===== src/rtl/beam_counter.sv =====
module beam_counter #(
  parameter int HW        = 8,
  parameter int VW        = 9,
  parameter int H_SHORT   = 227,
  parameter int V_LINES   = 262,
  parameter int EQU_LAST  = 8,
  parameter int VBL_LAST  = 20,
  parameter int SLOT_BASE = 1,
  parameter int SLOTS     = 4
) (
  input  logic          clk,
  input  logic          rst_n,
  input  logic          cck_en,
  input  logic          lace_en,
  input  logic          wr_en,
  input  logic          wr_sel,
  input  logic [15:0]   wr_data,
  output logic [HW-1:0] hcount,
  output logic [VW-1:0] vcount,
  output logic          long_line,
  output logic          lof,
  output logic [7:0]    dest_addr,
  output logic [15:0]   pos_word,
  output logic [15:0]   vert_word
);
  localparam logic [HW-1:0] H_LAST_S = HW'(H_SHORT - 1);
  localparam logic [HW-1:0] H_LAST_L = HW'(H_SHORT);
  localparam logic [VW-1:0] V_LAST_S = VW'(V_LINES - 1);
  localparam logic [VW-1:0] V_LAST_L = VW'(V_LINES);
  localparam logic [7:0] C_EQU  = 8'h38;
  localparam logic [7:0] C_VBL  = 8'h3A;
  localparam logic [7:0] C_HS   = 8'h3C;
  localparam logic [7:0] C_LONG = 8'h3E;
  localparam logic [7:0] C_NULL = 8'hFF;

  logic h_end, v_end;
  logic [SLOTS-1:0] slot_hit;
  logic [7:0] sync_code;

  assign h_end = hcount >= (long_line ? H_LAST_L : H_LAST_S);
  assign v_end = vcount >= (lof ? V_LAST_L : V_LAST_S);

  for (genvar k = 0; k < SLOTS; k++) begin : g_slot
    assign slot_hit[k] = (hcount == HW'(SLOT_BASE + 2 * k));
  end

  assign sync_code = (vcount <= VW'(EQU_LAST)) ? C_EQU :
                     (vcount <= VW'(VBL_LAST)) ? C_VBL : C_HS;

  always_comb begin
    dest_addr = C_NULL;
    if (slot_hit[0])
      dest_addr = sync_code;
    else if (slot_hit[1] && long_line)
      dest_addr = C_LONG;
  end

  always_ff @(posedge clk) begin
    if (!rst_n) begin
      hcount    <= '0;
      vcount    <= '0;
      long_line <= 1'b0;
      lof       <= 1'b0;
    end else if (wr_en) begin
      if (!wr_sel) begin
        vcount[7:0] <= wr_data[15:8];
        hcount      <= wr_data[HW-1:0];
      end else begin
        lof       <= wr_data[15];
        vcount[8] <= wr_data[0];
      end
    end else if (cck_en) begin
      if (h_end) begin
        hcount    <= '0;
        long_line <= ~long_line;
        if (v_end) begin
          vcount <= '0;
          if (lace_en) lof <= ~lof;
        end else begin
          vcount <= vcount + 1'b1;
        end
      end else begin
        hcount <= hcount + 1'b1;
      end
    end
  end

  assign pos_word  = {vcount[7:0], hcount[7:0]};
  assign vert_word = {lof, 14'd0, vcount[8]};
endmodule


===== config.mk =====
export PLATFORM = sky130hd
export DESIGN_NAME = beam_counter
export DESIGN_NICKNAME = d
export VERILOG_FILES = /design/src/rtl/beam_counter.sv
export SDC_FILE = /design/constraint.sdc
export NUM_CORES = 1
export LEC_CHECK = 0
export ABC_AREA = 1
export BUFFER_PORTS_ARGS = -buffer_cell sky130_fd_sc_hd__buf_4
export CAP_MARGIN = 20
export CORE_ASPECT_RATIO = 0.7
export CORE_MARGIN = 3
export CORE_UTILIZATION = 47
export CTS_CLUSTER_SIZE = 10
export DETAILED_ROUTE_END_ITERATION = 16
export PLACE_DENSITY = 0.86
export SLEW_MARGIN = 20
export SYNTH_ARGS = -nofsm -noshare
export SYNTH_HDL_FRONTEND = slang
export SYNTH_SLANG_ARGS = --single-unit

===== constraint.sdc =====
create_clock -name clk -period 2.2 [get_ports clk]
set_input_delay 0.22 -clock clk [delete_from_list [all_inputs] [get_ports clk]]
set_output_delay 0.22 -clock clk [all_outputs]
set_load 0.03 [all_outputs]

### After elaboration in Yosys (flattened, before gate mapping)

Index checks and enable logic that the tools add are counted.

| operators by class | value |
|---|---|
| add/sub/neg operators | 2 |
| multiply operators | 0 |
| div/mod/pow operators | 0 |
| order comparisons | 4 |
| equality and inequality tests | 4 |
| shift-type cells | 0 |
| muxes and demuxes | 22 |
| bitwise gates (word level) | 3 |
| reduce and logical (&&, ||, !) cells | 10 |

Operators by type and width:

| operator | count |
|---|---|
| 2-to-1 mux 8 bit | 7 |
| 2-to-1 mux 9 bit | 4 |
| adder 9 x 1 -> 9 bit (second input constant) | 1 |
| >= comparator 9 bit | 1 |
| less-or-equal comparator 9 x 4 -> 1 bit (second input constant) | 1 |
| less-or-equal comparator 9 x 5 -> 1 bit (second input constant) | 1 |
| AND reduction 3 bit | 3 |
| adder 8 x 1 -> 8 bit (second input constant) | 1 |
| equality test 8 x 1 -> 1 bit (second input constant) | 1 |
| equality test 8 x 2 -> 1 bit (second input constant) | 1 |
| >= comparator 8 bit | 1 |
| 2-to-1 mux 1 bit | 8 |
| nonzero test 2 bit | 4 |
| 2-to-1 mux 3 bit | 2 |
| AND reduction 5 bit | 1 |
| NOT 1 bit | 3 |
| 2-to-1 mux 2 bit | 1 |
| inequality test 2 x 1 -> 1 bit (second input constant) | 1 |
| inequality test 2 bit (second input constant) | 1 |
| AND reduction 2 bit | 1 |
| logical AND 1 bit | 1 |

| word-level totals | value |
|---|---|
| register bits | 19 |
| bits in latches | 0 |
| bits in writable memories | 0 |
| memory bits (read-only) | 0 |
| bits of input ports | 22 |
| output and inout port bits | 59 |
| logic and storage cells | 50 |
| memories kept | 0 |

### Logic depth before layout (Yosys ltp)

Gate-level depths: netlist (run 1).

| depth | value |
|---|---|
| depth in word-level cells | 6 |
| gate-level depth with buffers | 13 |
| depth with buffers taken out | 13 |

### Least setup slack after synthesis (run 1)

No wires, ideal clock.

| path | value |
|---|---|
| kind | reg-to-output |
| from | register hcount[1] |
| to | output dest_addr[6] |
| data arrival time | 1.682 ns |
| data required time | 1.980 ns |
| setup slack | 0.298 ns |
| stages on the path, launching flop included | 7 |
| buffers on the path | 1 |
| path through | dfxtp_1 > inv_1 > ha_1 > nand2_1 > nor2_1 > nor2_1 > buf_4 |

| between the ends | value |
|---|---|
| word-level cells in the longest chain between the ends | 4 |
| elaborated cells between the ends (all ways) | 5 |
| those cells by class | eq/ne: 2; mux: 2; reduce/logical: 1 |

RTL lines:

| item | RTL line | text |
|---|---|---|
| start, declared | 18 | `output logic [HW-1:0] hcount,` |
| start signal, assigned | 67 | `hcount <= wr_data[HW-1:0];` |
| start signal, assigned | 83 | `hcount <= hcount + 1'b1;` |
| equality test 8 x 2 -> 1 bit | 44 | `assign slot_hit[k] = (hcount == HW'(SLOT_BASE + 2 * k));` |
| logical AND 1 bit | 54 | `else if (slot_hit[1] && long_line)` |
| 2-to-1 mux 8 bit | 54 |  |
| 2-to-1 mux 8 bit (*) | 52 | `if (slot_hit[0])` |
| end, declared | 22 | `output logic [7:0] dest_addr,` |

Mark *: on every way between the ends. The rest lies on a longest branch, timed or not.

### Worst setup path in the final report (run 1)

| path | value |
|---|---|
| from | register hcount[6] |
| to | output dest_addr[6] |

Same word-level chain as after synthesis.

==> results of run 1 <==
## sequential cells by signal (all words and copies together), names as in the netlist
name / flops
hcount: 8
lof: 1
long_line: 1
vcount: 9
## tightest hold or removal path: cells and delay by family
family,cells,cell delay [ns]
buffers and inverters,1,0.11
AO/OA/AOI/OAI,1,0.06
AND/OR/NAND/NOR,1,0.05
## cell usage after synthesis (all sizes together)
cell type  count
a211oi         1
a21boi         1
a21o           1
a21oi         30
a22oi          1
a31oi          1
and3           1
buf           42
clkbuf         2
conb           2
dfxtp         19
ha             7
inv           28
nand2         61
nand3         16
nand4          4
nor2          20
nor3           1
nor3b          1
nor4           1
o211ai         1
o21ai         12
o21bai         1
o31ai          1
or2            3
xor2           3
## final cells by class
cell class / count / share of cell area
clock buffers: 3 / 0.02035
repair buffers: 64 / 0.2367
well taps: 47 / 0.02898
clock inverters: 1 / 0.002466
multi-input cells: 185 / 0.4710
inverters: 28 / 0.05302
flip-flops and latches: 19 / 0.1874
## metal layers
layer	up-vias	track usage	wire length (um)
li1	866	-	-
met1	739	0.2941	2087
met2	90	0.2744	1832
met3	5	0.04808	454
met4	0	0.03741	27
met5	-	0	0
## cell families (layout without fill, tap and decap cells)
family	count (synthesis)	count (layout)
AOI/OAI and AO/OA	50	50
xor gates and xnor gates	3	3
adders and majority gates	7	7
buffers and inverters	72	96
DFF	19	19
other	2	17
and+or+nand+nor	108	108
## per-stage QoR
step	power, mW	std cells	utilization	area (sq um)
finish	1.108	347	0.6116	2029
global route	1.167	347	0.6116	2029
CTS	1.117	347	0.6116	2029
detailed placement	0.8594	343	0.5977	1983
floorplan	0.7695	276	-	1773
global placement	0.8514	343	0.5977	1983
## where the power goes
group / total [mW] / internal [mW] / switching (mW) / leakage [nW]
Combinational: 0.453 / 0.155 / 0.298 / 0.873
Sequential: 0.403 / 0.368 / 0.0353 / 0.156
Clock: 0.252 / 0.126 / 0.126 / 0.0255
## worst min-delay path by stage
stage / startpoint / to / slack [ns]
after global routing: wr_data[2] / hcount[2] / 0.23
after floorplan: wr_data[5] / hcount[5] / 0.37
after detailed placement: wr_data[12] / vcount[4] / 0.49
after global placement: wr_data[2] / hcount[2] / 0.48
final: wr_data[5] / hcount[5] / 0.21
after CTS: wr_data[5] / hcount[5] / 0.21
==> results.md, run 1 <==
* Outcome: finished, final reports clean
* Final setup fails at 0
* Top-area cell type share of the netlist area at 0.2216
* Register area at between 300 and 400 sq um
* Endpoint class of the critical path: output pin
* FF-to-FF path depth at 11
* WHS at 0.2115 ns
* Final HPWL from detailed placement at 3405 um
* CP Depth at 5
* CP max FO at 7
* Hold Buf Count CTS at 0
* CTS tree: done
* Slew Viols, Final at 0
* Distinct cells, synth at 34
* Simple-Gate Fraction of Synth Area at 0.2784
* Worst setup path end: dest_addr[6]
* Skew-Pair Late Insertion Delay at 0.26 ns
* Layout cells sized above 1 at 0.2833
* Max_cap viols at 0
* Setup WS pre-CTS at between 0.4 and 0.5 ns
* Leading cell type in the layout, fill and taps excluded: buf_4
* Vias in the first global route at 1402
* Post-synthesis compound-gate area fraction at 0.1749
* Setup tns final at 0 ns
* Multi-input gate area at around 960 sq um
* WP buf/inv at 1
* Worst-path clk slew at 0.08 ns
* Final setup margin at around 0.37 ns
* Unrepaired setup endpoints after global routing: false
* Fillcell total at roughly 330
* Synth area leaders: dfxtp_1 (22%), buf_4 (17%), nand2_1 (12%), a21oi_1 (6.7%), inv_1 (5.9%)
* GRT Resource Usage Total at 0.1938
* Total grt overflow at 0
* Post-route ant nets at 0
* Clock Sinks at 19
* RePlAce Congestion at roughly 0.94
* Initial drt markers at approximately 150
* Worst hold stages at 3
* Leak Pwr at 1.054 nW
* Synth Area in Adders at 0.05102
* Worst Hold Class: input port to register
* CTS root buf: clkbuf_8
* Largest net degree at the start of global routing at 20
* Worst Skew at between 0.003 and 0.004 ns
* Post-Syn Area at approximately 0.0017 sq mm
* Antenna violations before repair at 0
* Yosys warning total at 0
* RR Endpoint: hcount[5]
* Startpoint Class: register
* Max Freq at 546.6 MHz
* IO Count at roughly 80
* Post-Route WL at approximately 4400 um
* DIE AREA at 0.004425 sq mm
* Tcrit/Tclk final at 0.8316
* Syn avg cell area at about 6.6 sq um
* Post-CTS setup buffers at 0
* CP max stage cell: nor4_1
* Power Dens Cells at around 550 mW/mm^2
* Final min period at 1.829 ns
* Mux cell area share after synthesis at 0
* Largest family of logic cells by synthesized area: simple AND/OR/NAND/NOR gates
* Cts repair resizes at 0
* Drt drc at 0
* Reg-to-Reg Start: hcount[0]
* WL/cell at approximately 13 um
* Worst path max stage delay at about 0.4 ns
* Global-route wire length before repair at a little under 7000 um
* Clk buf depth at 2
* Origin of the worst setup path: hcount[6]
* Final nets at 330
* Final hold viol count at 0
* DRT Pass-1 Iters at 5
* Flop-to-flop setup slack at approximately 0.40 ns
* Ant. Diodes at 0
* Cells after Synth at about 260
* Row cnt at 17
* Initial core utilization at 0.5173
* Crit path DAT at 1.61 ns
* Post-synthesis sequential area ratio at 0.2216
* XOR/XNOR share of the synthesized area at 0.01531
* Critical-path cell list: nor4_1 -> nand2_1 -> nor2_1 -> nor2_1 -> buf_4
* H-tree levels at 1
* Total CTS buffers at 3
* CP dominant cell by count: nor2_1
* Core Area at 0.003318 sq mm
* Peak supply drop at around 0.29 mV
* Critical Path RT at approximately 2.0 ns
* Via count at 1700
* Die X at about 80 um
* Die height at approximately 57 um
* Vias per std cell at roughly 4.9
* Post-synthesis sequential element count at 19
* Crit Path Class: register to output pin
* Cell family with most CP delay: simple AND/OR/NAND/NOR gates
* Port buffer count at 63
* Most frequent cells in the layout: buf_4 (64), nand2_1 (56), inv_1 (27)
* Area grow syn2layout at 18.22%
* Yosys top cell by area: dfxtp_1
No activity file was read; power rests on OpenSTA's default activity.
==> run 2: changes to the inputs <==
Settings changed: ABC_AREA 1 to 0, CORE_UTILIZATION 47 to 42, PLACE_DENSITY 0.86 to 0.82.
Clock period 2.2 ns to 1.6 ns, I/O delays scaled along.
==> run 2 against run 1 <==
  * Power increased by 56%
  * Synthesized cell count decreased by 18%
  * Critical endpoint is now dest_addr[2]
  * Clock skew increased by 0.0033 ns
  * Worst hold slack got worse by 0.037 ns
  * Largest power group unchanged
  * Non-clock buffer count increased by 35
  * Synthesized area decreased by 2.6%
  * Combinational power increased by 83%
  * Critical path depth unchanged
  * The run now ends with negative setup slack left
==> results.md, run 2 <==
* Endpoint class of the critical path: output pin
* Syn avg cell area at slightly below 8 sq um
* Max_cap viols at 0
* Ant. Diodes at 0
* Initial core utilization at 0.4557
* Global-route wire length before repair at roughly 8500 um
* Post-Syn Area at between 0.0015 and 0.002 sq mm
* IO Count at 81
* Largest family of logic cells by synthesized area: compound AO/OA/AOI/OAI gates
* DIE AREA at between 0.004 and 0.005 sq mm
* H-tree levels at 1
* Core Area at 0.003671 sq mm
* WL/cell at roughly 17 um
* Synth area leaders: dfxtp_1 (23%), buf_4 (17%), ha_1 (5.2%), nand2_1 (4.3%), o21ai_0 (4.2%)
* CP max stage cell: or3_4
* Crit path DAT at roughly 1.7 ns
* Vias per std cell at between 5 and 6
* Power Dens Cells at around 680 mW/mm^2
* Startpoint Class: register
* Mux cell area share after synthesis at 0.005984
* Critical Path RT at approximately 1.4 ns
* Skew-Pair Late Insertion Delay at around 0.27 ns
* Most frequent cells in the layout: buf_4 (87), nand2_1 (18), conb_1 (17)
* Final HPWL from detailed placement at between 4000 and 5000 um
* Antenna violations before repair at 0
* Outcome: complete, but fails checks
* Crit Path Class: register to output pin
* Leading cell type in the layout, fill and taps excluded: buf_4
* Die X at 81.43 um
* Final setup margin at -0.2282 ns
* Slew Viols, Final at 0
* Post-Route WL at roughly 5700 um
* Row cnt at 18
* Most numerous cell in the Yosys netlist: buf_4
* Final setup fails at 23
* Cell family with most CP delay: simple AND/OR/NAND/NOR gates
* Cells after Synth at approximately 210
* Vias in the first global route at around 1600
* DRT Pass-1 Iters at 4
* Reg-to-Reg Start: lof
* Top-area cell type share of the netlist area at 0.2274
* CP dominant cell by count: buf_6
* Via count at between 1500 and 2000
* Total grt overflow at 0
* Unrepaired setup endpoints after global routing: true
* Layout cells sized above 1 at 0.5331
* CTS root buf: clkbuf_8
* CTS tree: done
* Initial drt markers at 174
* Total CTS buffers at 3
* Post-synthesis sequential area ratio at 0.2274
* Origin of the worst setup path: hcount[2]
* Hold Buf Count CTS at 0
* Share of flip-flops with an asynchronous set or reset at 0
* Clock Sinks at 19
* Max reg flops at 9
* CP max FO at 3
* Post-synth top flop: dfxtp_1
* Yosys warning total at 0
* Yosys top cell by area: dfxtp_1
* Clk buf depth at 2
* Drt drc at 0
* Final min period at 1.828 ns
* Worst-path clk slew at about 0.08 ns
* Max Freq at around 550 MHz
* Worst Skew at a little over 0.007 ns
* Final nets at between 300 and 400
* Final hold viol count at 0
* Area grow syn2layout at 51.23%
* DP Area at between 0.002 and 0.0025 sq mm
* Setup tns final at -3.107 ns
* Simple-Gate Fraction of Synth Area at 0.1855
* Final core occ at 0.6892
* Design area at between 0.002 and 0.003 sq mm
* Largest Register: vcount
* RePlAce Congestion at around 0.93
* Hold Startpoint: wr_data[10]
* WP buf/inv at 2
* Post-synth EDFFs at 0
* GRT Resource Usage Total at 0.2293
* Post-synthesis compound-gate area fraction at 0.3119
* Tcrit/Tclk final at 1.143
* Largest net degree at the start of global routing at 13
* Peak supply drop at roughly 0.56 mV
* Post-route ant nets at 0
* Port buffer count at 63
* Synth cell count leaders: buf_4 (38), dfxtp_1 (19), nand2_1 (19)
* Worst path max stage delay at 0.39 ns
* XOR/XNOR share of the synthesized area at 0.005236
* Post-synthesis sequential element count at 19
* Synth Area in Adders at 0.05236
* Leak Pwr at between 1 and 1.5 nW
* Worst Hold Class: input port to register
* Die height at 58.80 um
* Top flop regs: vcount (9), hcount (8)
* Failing checks: negative setup slack
* Distinct cells, synth at 49
* Critical-path cell list: or3_4 -> buf_6 -> nor4_4 -> nand4_1 -> buf_6
run 2: where the power goes:
group	internal [mW]	switching (mW)	leakage [nW]	total, mW
clock	0.174	0.182	0.0255	0.356
combinational	0.344	0.484	0.935	0.828
sequential	0.501	0.0393	0.160	0.540
run 2: area by class of cell:
cell class	count	area, sq um
clock inverters	1	5.005
flip-flops and latches	19	402.9
multi-input cells	156	1191
repair buffers	99	788.3
inverters	9	38.79
well taps	50	62.56
fillers	277	1141
clock buffers	3	41.29
run 2: tightest hold or removal path: stages:
cell and delay [ns]:
buf_4 0.08, a32oi_1 0.05, o32ai_2 0.09
run 2: timing repair:
item / in CTS / in global routing
gates resized for setup: 17 / 15
endpoints found under the setup margin: 21 / 24
hold endpoints to repair: 0 / 0
buffers inserted: 2 / 1
cloned: 1 / 0
pin swaps: 8 / 11
run 2: logic make-up (layout without fill, tap and decap cells):
kind of cell,count (synthesis),count (layout)
AO/OA/AOI/OAI,69,69
XOR/XNOR,1,1
adder cells (fa/ha/maj),7,7
buffers and inverters,54,112
flip-flops,19,19
multiplexers,1,1
other,2,17
AND/OR/NAND/NOR,61,61
run 2: path summary, 6_finish.rpt:
check,slack (ns),cells past startpoint,end
worst max register to register,-0.20,8,vcount[2]
worst max-delay path,-0.23,5,dest_addr[2]
worst min register to register,0.59,2,vcount[7]
worst min-delay path,0.17,3,vcount[2]
run 2: layer usage:
| layer | part of all wire | vias up | track usage |
|---|---|---|---|
| li1 | - | 879 | - |
| met1 | 0.42 | 868 | 0.3427 |
| met2 | 0.45 | 120 | 0.3387 |
| met3 | 0.11 | 13 | 0.05810 |
| met4 | 0.013 | 0 | 0.02892 |
| met5 | 0 | - | 0 |
run 2: per-stage QoR:
step | total power [mW] | std cells | hold slack (ns) | worst slack (ns)
after floorplan | 1.068 | 229 | 0.3188 | -0.1362
after global placement | 1.267 | 329 | 0.4211 | -0.1077
after detailed placement | 1.281 | 329 | 0.4507 | -0.1401
after CTS | 1.668 | 336 | 0.1700 | -0.2297
after global routing | 1.800 | 337 | 0.1799 | -0.3378
final | 1.725 | 337 | 0.1740 | -0.2282
==> run 3: changes to the inputs <==
Settings changed: RECOVER_POWER set to 25.
==> run 3 against run 2 <==
  * Non-clock buffer count unchanged
  * Combinational power decreased by 1%
  * Sequential share of layout area increased by 0.22 points
  * Global-route usage unchanged
  * Design area decreased by 1.3%
  * Highest routed layer unchanged
  * Fmax about the same
  * Critical path depth unchanged
  * The flow still finishes with violations (negative setup slack)
  * Register-to-register slack about the same
  * Largest power group unchanged
==> results.md, run 3 (synthesis results as in run 2) <==
* Max_cap viols at 0
* Core Area at approximately 0.0037 sq mm
* GRT Resource Usage Total at 0.2293
* Die height at 58.80 um
* Port buffer count at 63
* Endpoint class of the critical path: output pin
* DIE AREA at between 0.004 and 0.005 sq mm
* Global-route wire length before repair at roughly 8500 um
* Final setup margin at -0.2293 ns
* Outcome: complete, but fails checks
* H-tree levels at 1
* Leading cell type in the layout, fill and taps excluded: buf_4
* Slew Viols, Final at 0
* WL/cell at 16.90 um
* Via count at 1919
* Ant. Diodes at 0
* Die X at 81.43 um
* Worst-path clk slew at around 0.080 ns
* Total grt overflow at 0
* Drt drc at 0
* Hold Buf Count CTS at 0
* Largest net degree at the start of global routing at 13
* Worst Skew at around 0.0075 ns
* Initial drt markers at between 150 and 200
* Post-Route WL at about 5700 um
* Fillcell total at about 290
* Max Freq at 546.6 MHz
* Tcrit/Tclk final at 1.143
* WHS at roughly 0.17 ns
* Crit path DAT at 1.67 ns
* Critical Path RT at 1.44 ns
* CP max FO at 3
* Leak Pwr at 1.083 nW
* Row cnt at 18
* Clock Sinks at 19
* RePlAce Congestion at around 0.93
* Unrepaired setup endpoints after global routing: true
* Power Dens Cells at ~690 mW/mm^2
* Final hold viol count at 0
* Startpoint Class: register
* Skew-Pair Late Insertion Delay at around 0.27 ns
* Register area at 402.9 sq um
* Final setup fails at 23
* Area grow syn2layout at 49.21%
* Top flop regs: vcount (9), hcount (8)
* Multi-input gate area at approximately 0.0012 sq mm
* DRT Pass-1 Iters at 5
* Largest Register: vcount
* Final HPWL from detailed placement at between 4000 and 5000 um
* Post-route ant nets at 0
* Initial core utilization at 0.4557
* Peak supply drop at 0.5664 mV
* DP Area at about 0.0023 sq mm
* Failing checks: negative setup slack
* CTS tree: done
* Vias per std cell at ~5.7
* Most frequent cells in the layout: buf_4 (78), nand2_1 (18), conb_1 (17)
* Final core occ at 0.6800
* Final min period at around 1.8 ns
* Total CTS buffers at 3
* IO Count at 81
* CTS root buf: clkbuf_8
* Design area at about 0.0025 sq mm
* Vias in the first global route at around 1600
* Clk buf depth at 2
* Antenna violations before repair at 0
* Crit Path Class: register to output pin
* Final nets at 317
* Worst Hold Class: input port to register
* Max reg flops at 9
* Setup WS pre-CTS at -0.1401 ns
* Layout cells sized above 1 at 0.5017
## run 3: changes by cell type in the layout (fill, tap and decap cells not counted)
cell | before | now
buf_4 | 87 | 78
clkbuf_1 | 0 | 9
## run 3: metal layers
metal  share of wire  GRT usage  routed length [um]  vias to the layer above
met1            0.42     0.3427                2388                      895
met4           0.012    0.02892                  69                        0
met3            0.12    0.05810                 658                       12
met2            0.45     0.3387                2578                      136
li1                -          -                   -                      876
met5               0          0                   0                        -
## run 3: path summary, 6_finish.rpt
check,start,end,slack [ns],cells past startpoint
max,hcount[2],dest_addr[2],-0.23,5
min,wr_data[10],vcount[2],0.17,3
max reg2reg,lof,vcount[2],-0.20,8
min reg2reg,vcount[7],vcount[7],0.59,2
## run 3: timing repair
action                                  4_1_cts  5_1_grt
endpoints found under the setup margin       21       24
setup buffers                                 2        1
endpoints found under the hold margin         0        0
pin swaps                                     8       11
gates cloned                                  1        0
gates resized for setup                      17       15
## run 3: area by class of cell
type | count | area share
tap | 50 | 0.02506
inverter | 9 | 0.01554
clock inverter | 1 | 0.002005
multi-input combinational | 156 | 0.4772
timing repair buffer | 99 | 0.3023
clock buffer | 3 | 0.01654
sequential | 19 | 0.1614
## run 3: worst max-delay path: stages (launching register included)
cell and delay (ns):
dfxtp_2 0.33, or3_4 0.39, buf_6 0.13, nor4_4 0.22, nand4_1 0.17, buf_6 0.17
## run 3: per-stage QoR
step                      setup TNS (ns)  power, mW  cells
after floorplan                   -1.410      1.068    229
after global placement           -0.3445      1.267    329
after detailed placement         -0.6527      1.281    329
after CTS                         -2.652      1.668    336
after global routing              -4.958      1.789    337
final                             -3.129      1.720    337
## run 3: report_power, final
part / leakage, nW / total [mW] / switching (mW) / internal (mW)
registers: 0.160 / 0.541 / 0.0397 / 0.501
logic: 0.897 / 0.818 / 0.484 / 0.334
clock network: 0.0255 / 0.361 / 0.187 / 0.174
